File: config.mk
export PLATFORM = sky130hd
export DESIGN_NAME = tx_desc_engine
export DESIGN_NICKNAME = d
export VERILOG_FILES = /design/src/rtl/tx_desc_engine.sv
export SDC_FILE = /design/constraint.sdc
export NUM_CORES = 1
export LEC_CHECK = 0
export BUFFER_PORTS_ARGS = -buffer_cell sky130_fd_sc_hd__buf_2
export CAP_MARGIN = 0
export CORE_MARGIN = 2
export CORE_UTILIZATION = 30
export CTS_CLUSTER_SIZE = 40
export DETAILED_ROUTE_END_ITERATION = 8
export PLACE_DENSITY = 0.47
export SLEW_MARGIN = 20
export SYNTH_ARGS = -nofsm -noshare
export SYNTH_HDL_FRONTEND = slang
export SYNTH_SLANG_ARGS = --single-unit
File: constraint.sdc
create_clock -name clk -period 17.2 [get_ports clk]
set_input_delay 0 -clock clk [delete_from_list [all_inputs] [get_ports clk]]
set_output_delay 0 -clock clk [all_outputs]
set_load 0.01 [all_outputs]
File: src/rtl/tx_desc_engine.sv
module tx_desc_engine #(
  parameter int FIFO_DEPTH = 64
) (
  input  logic        clk,
  input  logic        rst_n,
  input  logic        bus_we,
  input  logic [7:0]  bus_addr,
  input  logic [31:0] bus_wdata,
  output logic [31:0] bus_rdata,
  output logic        fetch_req,
  output logic [31:0] fetch_addr,
  input  logic        fetch_gnt,
  input  logic [7:0]  fetch_byte,
  output logic        tx_valid,
  output logic [7:0]  tx_byte,
  output logic        tx_first,
  output logic        tx_last,
  input  logic [3:0]  coll_cnt_in,
  input  logic        hb_fail_in,
  input  logic        late_coll_in,
  input  logic        carrier_lost_in,
  output logic        done_ok,
  output logic        done_err
);
  localparam int AW = $clog2(FIFO_DEPTH);
  localparam int LW = AW + 1;
  localparam int NSLOT = 4;
  localparam logic [31:0] WR_CLR = 32'h4000_E000;

  logic [31:0] stat [NSLOT];
  logic [31:0] base [NSLOT];
  logic [NSLOT-1:0] pend;
  logic [1:0]  cur;
  logic        run, started;
  logic [12:0] fcnt, scnt;
  logic [7:0]  fifo [FIFO_DEPTH];
  logic [AW-1:0] wp, rp;
  logic [LW-1:0] level;
  logic [13:0] lvl;
  logic [4:0]  tun;

  wire [12:0] size = stat[cur][12:0];
  wire [4:0]  thr  = stat[cur][20:16];
  wire [1:0]  wi   = bus_addr[3:2];
  wire wr_stat = bus_we && bus_addr[7:4] == 4'h1 && bus_addr[1:0] == 2'b00;
  wire wr_base = bus_we && bus_addr[7:4] == 4'h2 && bus_addr[1:0] == 2'b00;

  always_comb begin
    tun = (thr == 5'd0) ? 5'd1 : thr;
    lvl = {4'b0, tun, 5'b0};
    if (14'(size) < lvl) lvl = 14'(size);
    if (14'(FIFO_DEPTH) < lvl) lvl = 14'(FIFO_DEPTH);
  end

  always_comb begin
    bus_rdata = '0;
    if (bus_addr[1:0] == 2'b00) begin
      if (bus_addr[7:4] == 4'h1) bus_rdata = stat[wi];
      else if (bus_addr[7:4] == 4'h2) bus_rdata = base[wi];
    end
  end

  assign fetch_req  = run && fcnt < size && level < LW'(FIFO_DEPTH);
  assign fetch_addr = base[cur] + 32'(fcnt);
  wire take = fetch_req && fetch_gnt;

  assign tx_valid = run && started && level != '0;
  assign tx_byte  = fifo[rp];
  assign tx_first = tx_valid && scnt == 13'd0;
  assign tx_last  = tx_valid && scnt == size - 13'd1;
  wire under = run && started && level == '0 && scnt < size;
  wire fin   = tx_last || under;
  assign done_ok  = tx_last;
  assign done_err = under;

  always_ff @(posedge clk) begin
    if (take) fifo[wp] <= fetch_byte;
  end

  always_ff @(posedge clk) begin
    if (!rst_n) begin
      for (int i = 0; i < NSLOT; i++) begin
        stat[i] <= '0;
        base[i] <= '0;
      end
      pend <= '0; cur <= '0; run <= 1'b0; started <= 1'b0;
      fcnt <= '0; scnt <= '0; level <= '0; wp <= '0; rp <= '0;
    end else begin
      if (wr_stat) begin
        stat[wi] <= bus_wdata & ~WR_CLR;
        pend[wi] <= 1'b1;
      end
      if (wr_base) base[wi] <= bus_wdata;
      if (!run) begin
        if (pend[cur]) begin
          run <= 1'b1; started <= 1'b0;
          fcnt <= '0; scnt <= '0; level <= '0; wp <= '0; rp <= '0;
        end
      end else if (fin) begin
        stat[cur] <= {carrier_lost_in, 1'b0, late_coll_in, hb_fail_in, coll_cnt_in,
                      stat[cur][23:16], done_ok, under, 1'b1, stat[cur][12:0]};
        pend[cur] <= 1'b0;
        cur <= cur + 2'd1;
        run <= 1'b0;
      end else begin
        if (take) begin
          wp <= wp + 1'b1;
          fcnt <= fcnt + 13'd1;
          if (fcnt == size - 13'd1) stat[cur][13] <= 1'b1;
        end
        if (tx_valid) begin
          rp <= rp + 1'b1;
          scnt <= scnt + 13'd1;
        end
        level <= level + LW'(take) - LW'(tx_valid);
        if (14'(level) >= lvl) started <= 1'b1;
      end
    end
  end


  fifo_bound_chk: assert property (@(posedge clk) disable iff (!rst_n)
    level <= LW'(FIFO_DEPTH));


  done_excl_chk: assert property (@(posedge clk) disable iff (!rst_n)
    !(done_ok && done_err));


  rotate_chk: assert property (@(posedge clk) disable iff (!rst_n)
    (done_ok || done_err) |=> (cur == $past(cur) + 2'd1) && !run);


  own_set_chk: assert property (@(posedge clk) disable iff (!rst_n)
    (take && !fin && fcnt == size - 13'd1) |=> stat[$past(cur)][13]);


  first_byte_chk: assert property (@(posedge clk) disable iff (!rst_n)
    $rose(tx_valid) |-> tx_first);


  queue_chk: assert property (@(posedge clk) disable iff (!rst_n)
    (wr_stat && !(run && wi == cur)) |=> pend[$past(wi)]);
endmodule

Word level (Yosys, flattened, before mapping)

Memory sizes are Yosys's and may differ from the RTL's. A register that Yosys moved wholly into a read port is not among the register bits.
Cells that the tools add are included.

Shift-type cells: 0
Equality and inequality tests: 8
Bitwise operators: 4
Muxes and demuxes: 75
Order comparisons: 10
Divide/modulo/power cells: 0
Multipliers: 0
Reductions and logical operators: 30
$add $sub $neg: 9

Operators with widths:

| operator                                           | count |
|---|---|
| two-way mux 32 bit                                 | 4 |
| two-way mux 13 bit                                 | 9 |
| two-way mux 31 bit                                 | 2 |
| OR reduction 31 bit                                | 2 |
| two-way mux 6 bit                                  | 9 |
| adder 32 x 13 -> 32 bit                            | 1 |
| two-way mux 1 bit                                  | 32 |
| OR reduction 32 bit                                | 1 |
| adder 13 x 1 -> 13 bit, second input constant      | 2 |
| == test 13 bit                                     | 2 |
| < comparator 13 bit                                | 2 |
| two-way mux 7 bit                                  | 3 |
| two-way mux 2 bit                                  | 8 |
| two-way mux 4 bit                                  | 4 |
| logical AND 1 bit                                  | 15 |
| greater-or-equal comparator 7 x 14 -> 1 bit        | 1 |
| < comparator 7 x 14 -> 1 bit, first input constant | 1 |
| zero test 13 bit                                   | 1 |
| < comparator 13 x 10 -> 1 bit                      | 1 |
| subtractor 13 x 1 -> 13 bit, second input constant | 1 |
| adder 6 x 1 -> 6 bit, second input constant        | 2 |
| AND reduction 3 bit                                | 3 |
| adder 7 x 1 -> 7 bit                               | 1 |
| zero test 7 bit                                    | 1 |
| other kinds (22)                                   | 28 |

Memory bits (writable): 764
Flip-flop bits (word level): 53
Memories: 3
Bits in latches: 0
Output and inout port bits: 78
Input port bits: 59
ROM bits: 0

Memory list:

| memory | depth | width | read ports | clocked after Yosys merged registers in | wr ports | RTL line | source |
|---|---|---|---|---|---|---|---|
| fifo   | 64    | 8     | 1          | 1                                       | 1        | 36       | `logic [7:0] fifo [FIFO_DEPTH];` |
| base   | 4     | 32    | 2          | 1                                       | 4        | 31       | `logic [31:0] base [NSLOT];` |
| stat   | 4     | 31    | 2          | 1                                       | 4        | 30       | `logic [31:0] stat [NSLOT];` |

Logic depth before layout (Yosys ltp)

Depth after elaboration: 12
Mapped depth: 25

Worst setup path before layout

Ideal clock, no wire load.

Kind: reg-to-reg
Start point: register with a tool-made name
End point: memory stat[0][0] (netlist bit), enable pin
Path buffers: 5
Library setup time: 426 ps
Stages on the path, launching flop included: 17
Arrival: 5297 ps
Path slack: 11477 ps
Cells stage by stage: dfxtp_1 buf_4 buf_2 mux4_2 inv_1 ha_1 inv_1 or3_1 buf_2 nor3_2 o311ai_0 a41oi_1 and4b_1 a31oi_2 buf_4 buf_2 o211ai_1

RTL lines:

| element       | RTL line |
|---|---|
| end, declared | 30 |

==> results.sh <==
export IMPL_status="complete, no violations"
export IMPL_routed_via_density=5.40
export IMPL_layout_commonest_cell="edfxtp_1"
export IMPL_clock_root_buffer="clkbuf_16"
export IMPL_netlist_instances=2465
export IMPL_synth_warnings=0
export IMPL_placed_cells=4151
export IMPL_finalCriticalPeriod_ns=6.06
export IMPL_synth_edf_count=760
export IMPL_ys_flop_type="edfxtp_1"
export IMPL_ctsHtreeMaxLevel=3
export IMPL_die_width_microns=362
export IMPL_maxSlewViolCount=0
export IMPL_syn_area_sq_mm=0.0385
export IMPL_n_antenna_cell=0
export IMPL_p_leak_uw=0.0145
export IMPL_yosysSeqAreaShare_pct=62.7
export IMPL_grt_pass1_vias=24400
export IMPL_dp_hpwl_microns=75300
export IMPL_antenna_found_initial=3
export IMPL_clockBufferDepth=3
export IMPL_ir_worst_vdd_uv=70.4
export IMPL_cts_tree="done"
export IMPL_worst_slew_pin_slew_ns=1.23
export IMPL_drv_cap=0
export IMPL_wl_per_cell_microns=26.4
export IMPL_final_setup_tns_ns=0
export IMPL_numCtsBuffers=90
export IMPL_clock_sinks=825
export IMPL_portBuffers=136
export IMPL_rows=131
export IMPL_drive_gt1_share_pct=23.8
export IMPL_final_util_pct=35.0
export IMPL_grt_usage_pct=17.5
export IMPL_fp_dieH_microns=362
export IMPL_rsz0062_at_grt="no"
export IMPL_async_flop_share_pct=0
export IMPL_postRouteAntennaNets=0
export IMPL_worstSkewPairLatency_ns=0.71
export IMPL_r2r_setup_slack_ns=11.14
export IMPL_ys_seq_elements=825
export IMPL_timing_rr_end="fifo[54][3]"
export IMPL_final_hold_viol_count=0
export IMPL_grt_pass1_wl_microns=169000
export IMPL_slew_headroom_pct=17.8
export IMPL_grt_max_degree=83
export IMPL_crit_path_start_kind="flip-flop"
export IMPL_fmax_mhz=165
export IMPL_whs_path_depth=2
export IMPL_cp_arrival_ns=6.38
export IMPL_core_sq_mm=0.127
export IMPL_worstPathMaxFanout=26
export IMPL_grt_overflow_total=0
export IMPL_hold_path_class="in2reg"
export IMPL_syn_to_final_growth_pct=15.8
export IMPL_reg2reg_depth=14
export IMPL_synth_top_area_share_pct=59.3
export IMPL_synth_top_cells_by_area="edfxtp_1 59%, mux4_2 16%, dfxtp_1 3.4%"
export IMPL_drtIter0Drc=2527
export IMPL_critPathRequiredTime_ns=17.51
export IMPL_syn_nets=2595
export IMPL_cp_end_kind="flip-flop"
export IMPL_clkTransAtPathRegs_ns=0.07
export IMPL_skew_ns=0.0416
export IMPL_p_per_area_mw_per_mm2=98.1
export IMPL_setup_viol=0
export IMPL_final_nets=2765
export IMPL_yosysTopAreaCell="edfxtp_1"
export IMPL_fin_crit_sh_pct=35.3
export IMPL_setup_ws_ns=11.14
export IMPL_dr_pass1_iters=5
export IMPL_pre_cts_ws_ns=11.12
export IMPL_die_area_sq_mm=0.131
export IMPL_worstSetupPathType="reg2reg"
export IMPL_place_gp_congestion=0.858
export IMPL_start_util_pct=30.2
export IMPL_synthDistinctLibCells=83
export IMPL_layout_common_cells="760 x edfxtp_1, 280 x mux4_2, 239 x nor2_1, 133 x buf_2, 131 x nand2_1"
export IMPL_ios=137
export IMPL_crit_end="fifo[54][3]"
export IMPL_avgSynthCellArea_sq_um=15.6
export IMPL_num_vias=23600
export IMPL_fin_cells=4373
export IMPL_drcViolationCount=0
export IMPL_wl_microns=115000
## per-layer routing
layer | vias up | share of wire [%] | GRT usage [%]
li1 | 10200 | - | -
met1 | 12300 | 41 | 23.1
met2 | 931 | 49 | 29.4
met3 | 169 | 6.5 | 3.08
met4 | 2 | 3.0 | 5.40
met5 | - | 0.011 | 0
## Yosys cell counts (4+ instances only)
cell type / count
xnor2_1: 46
mux4_2: 280
and2_1: 13
inv_1: 91
nor2b_1: 10
o21ai_0: 35
a21o_1: 11
a32o_1: 18
a22oi_1: 33
nand3_1: 63
nor3_1: 11
nor4b_1: 6
or4_1: 7
o22ai_1: 70
buf_2: 26
nor2_1: 240
nor4_1: 12
clkbuf_1: 99
o21a_1: 7
o2bb2ai_1: 4
nand3b_1: 7
or2_2: 7
nand2b_1: 12
a21oi_1: 61
o32ai_1: 15
o31ai_1: 16
edfxtp_1: 760
ha_1: 69
nand4_1: 12
buf_4: 4
o21ai_1: 10
and3_1: 35
mux2i_1: 21
a31oi_1: 4
o211ai_1: 12
and4_1: 5
or3_1: 17
mux2_2: 5
xor2_1: 14
dfxtp_1: 65
nand2_1: 132
a211oi_1: 5
buf_1: 27
## worst min path at each step
stage,start,endpoint,slack [ns]
6_report,fetch_byte[0],fifo[33][0],0.009
4_1_cts,fetch_byte[5],fifo[0][5],0.0007
5_1_grt,fetch_byte[0],fifo[33][0],0.01
2_1_floorplan,fetch_byte[0],fifo[0][0],0.1
3_5_place_dp,bus_wdata[14],base[3][14],0.32
3_3_place_gp,bus_wdata[15],base[3][15],0.32
## kinds of logic after synthesis
| family | after synthesis | synth area share [%] |
|---|---|---|
| AO/OA/AOI/OAI | 338 | 6.09 |
| XOR/XNOR | 63 | 1.54 |
| adder cells (fa/ha/maj) | 72 | 2.37 |
| buffers and inverters | 253 | 2.62 |
| flip-flops | 825 | 62.7 |
| multiplexers | 306 | 17.1 |
| AND/OR/NAND/NOR | 608 | 7.57 |
## metrics by stage
step | total power [uW] | hold slack, ns | cell area, sq um
2_1_floorplan | 2360 | 0.0989 | 38500
3_3_place_gp | 2450 | 0.315 | 41000
3_5_place_dp | 2450 | 0.323 | 41000
4_1_cts | 4410 | 0.000655 | 44500
5_1_grt | 4500 | 0.0148 | 44600
6_report | 4370 | 0.00906 | 44600
## state kept, by name, indices dropped and copies added, names as in the netlist, named ones only
signal   count
scnt        13
run          1
wp           6
fifo       512
pend         4
stat       124
level        7
base       128
fcnt        13
cur          2
rp           6
started      1
## worst max-delay path, cell delays in order, from the launching register on
cell and delay (ns):
dfxtp_2 0.85, mux2i_1 0.20, mux2i_1 0.60, clkinv_1 0.53, ha_1 0.44, nand4_1 0.08, a21oi_1 0.06, nand2_1 0.07
and4_1 0.26, nand2_1 0.08, nor2_1 0.50, inv_1 0.16, nor2_1 0.23, nand3_1 0.70, nor2_1 0.90
## report_power, final
part | internal [uW] | total (uW) | leakage (uW) | switching, uW
Combinational | 65.1 | 192 | 0.00548 | 127
Clock | 1120 | 1950 | 0.00145 | 836
Sequential | 2210 | 2220 | 0.00758 | 12.1
## final cells by class
type / count / area [sq um]
clock buffers: 111 / 2380
clock inverters: 57 / 607
fillers: 12100 / 82800
inverters: 95 / 357
multi-input cells: 1387 / 13400
flip-flops and latches: 825 / 24100
well taps: 1662 / 2080
repair buffers: 236 / 1580
## repair_timing
action / in CTS / in global routing
setup buffers: 0 / 0
gates resized for setup: 0 / 0
hold endpoints to repair: 359 / 0
endpoints found under the setup margin: 0 / 0
hold buffers: 54 / 0
Note: power is estimated with default switching activity, not from simulation.
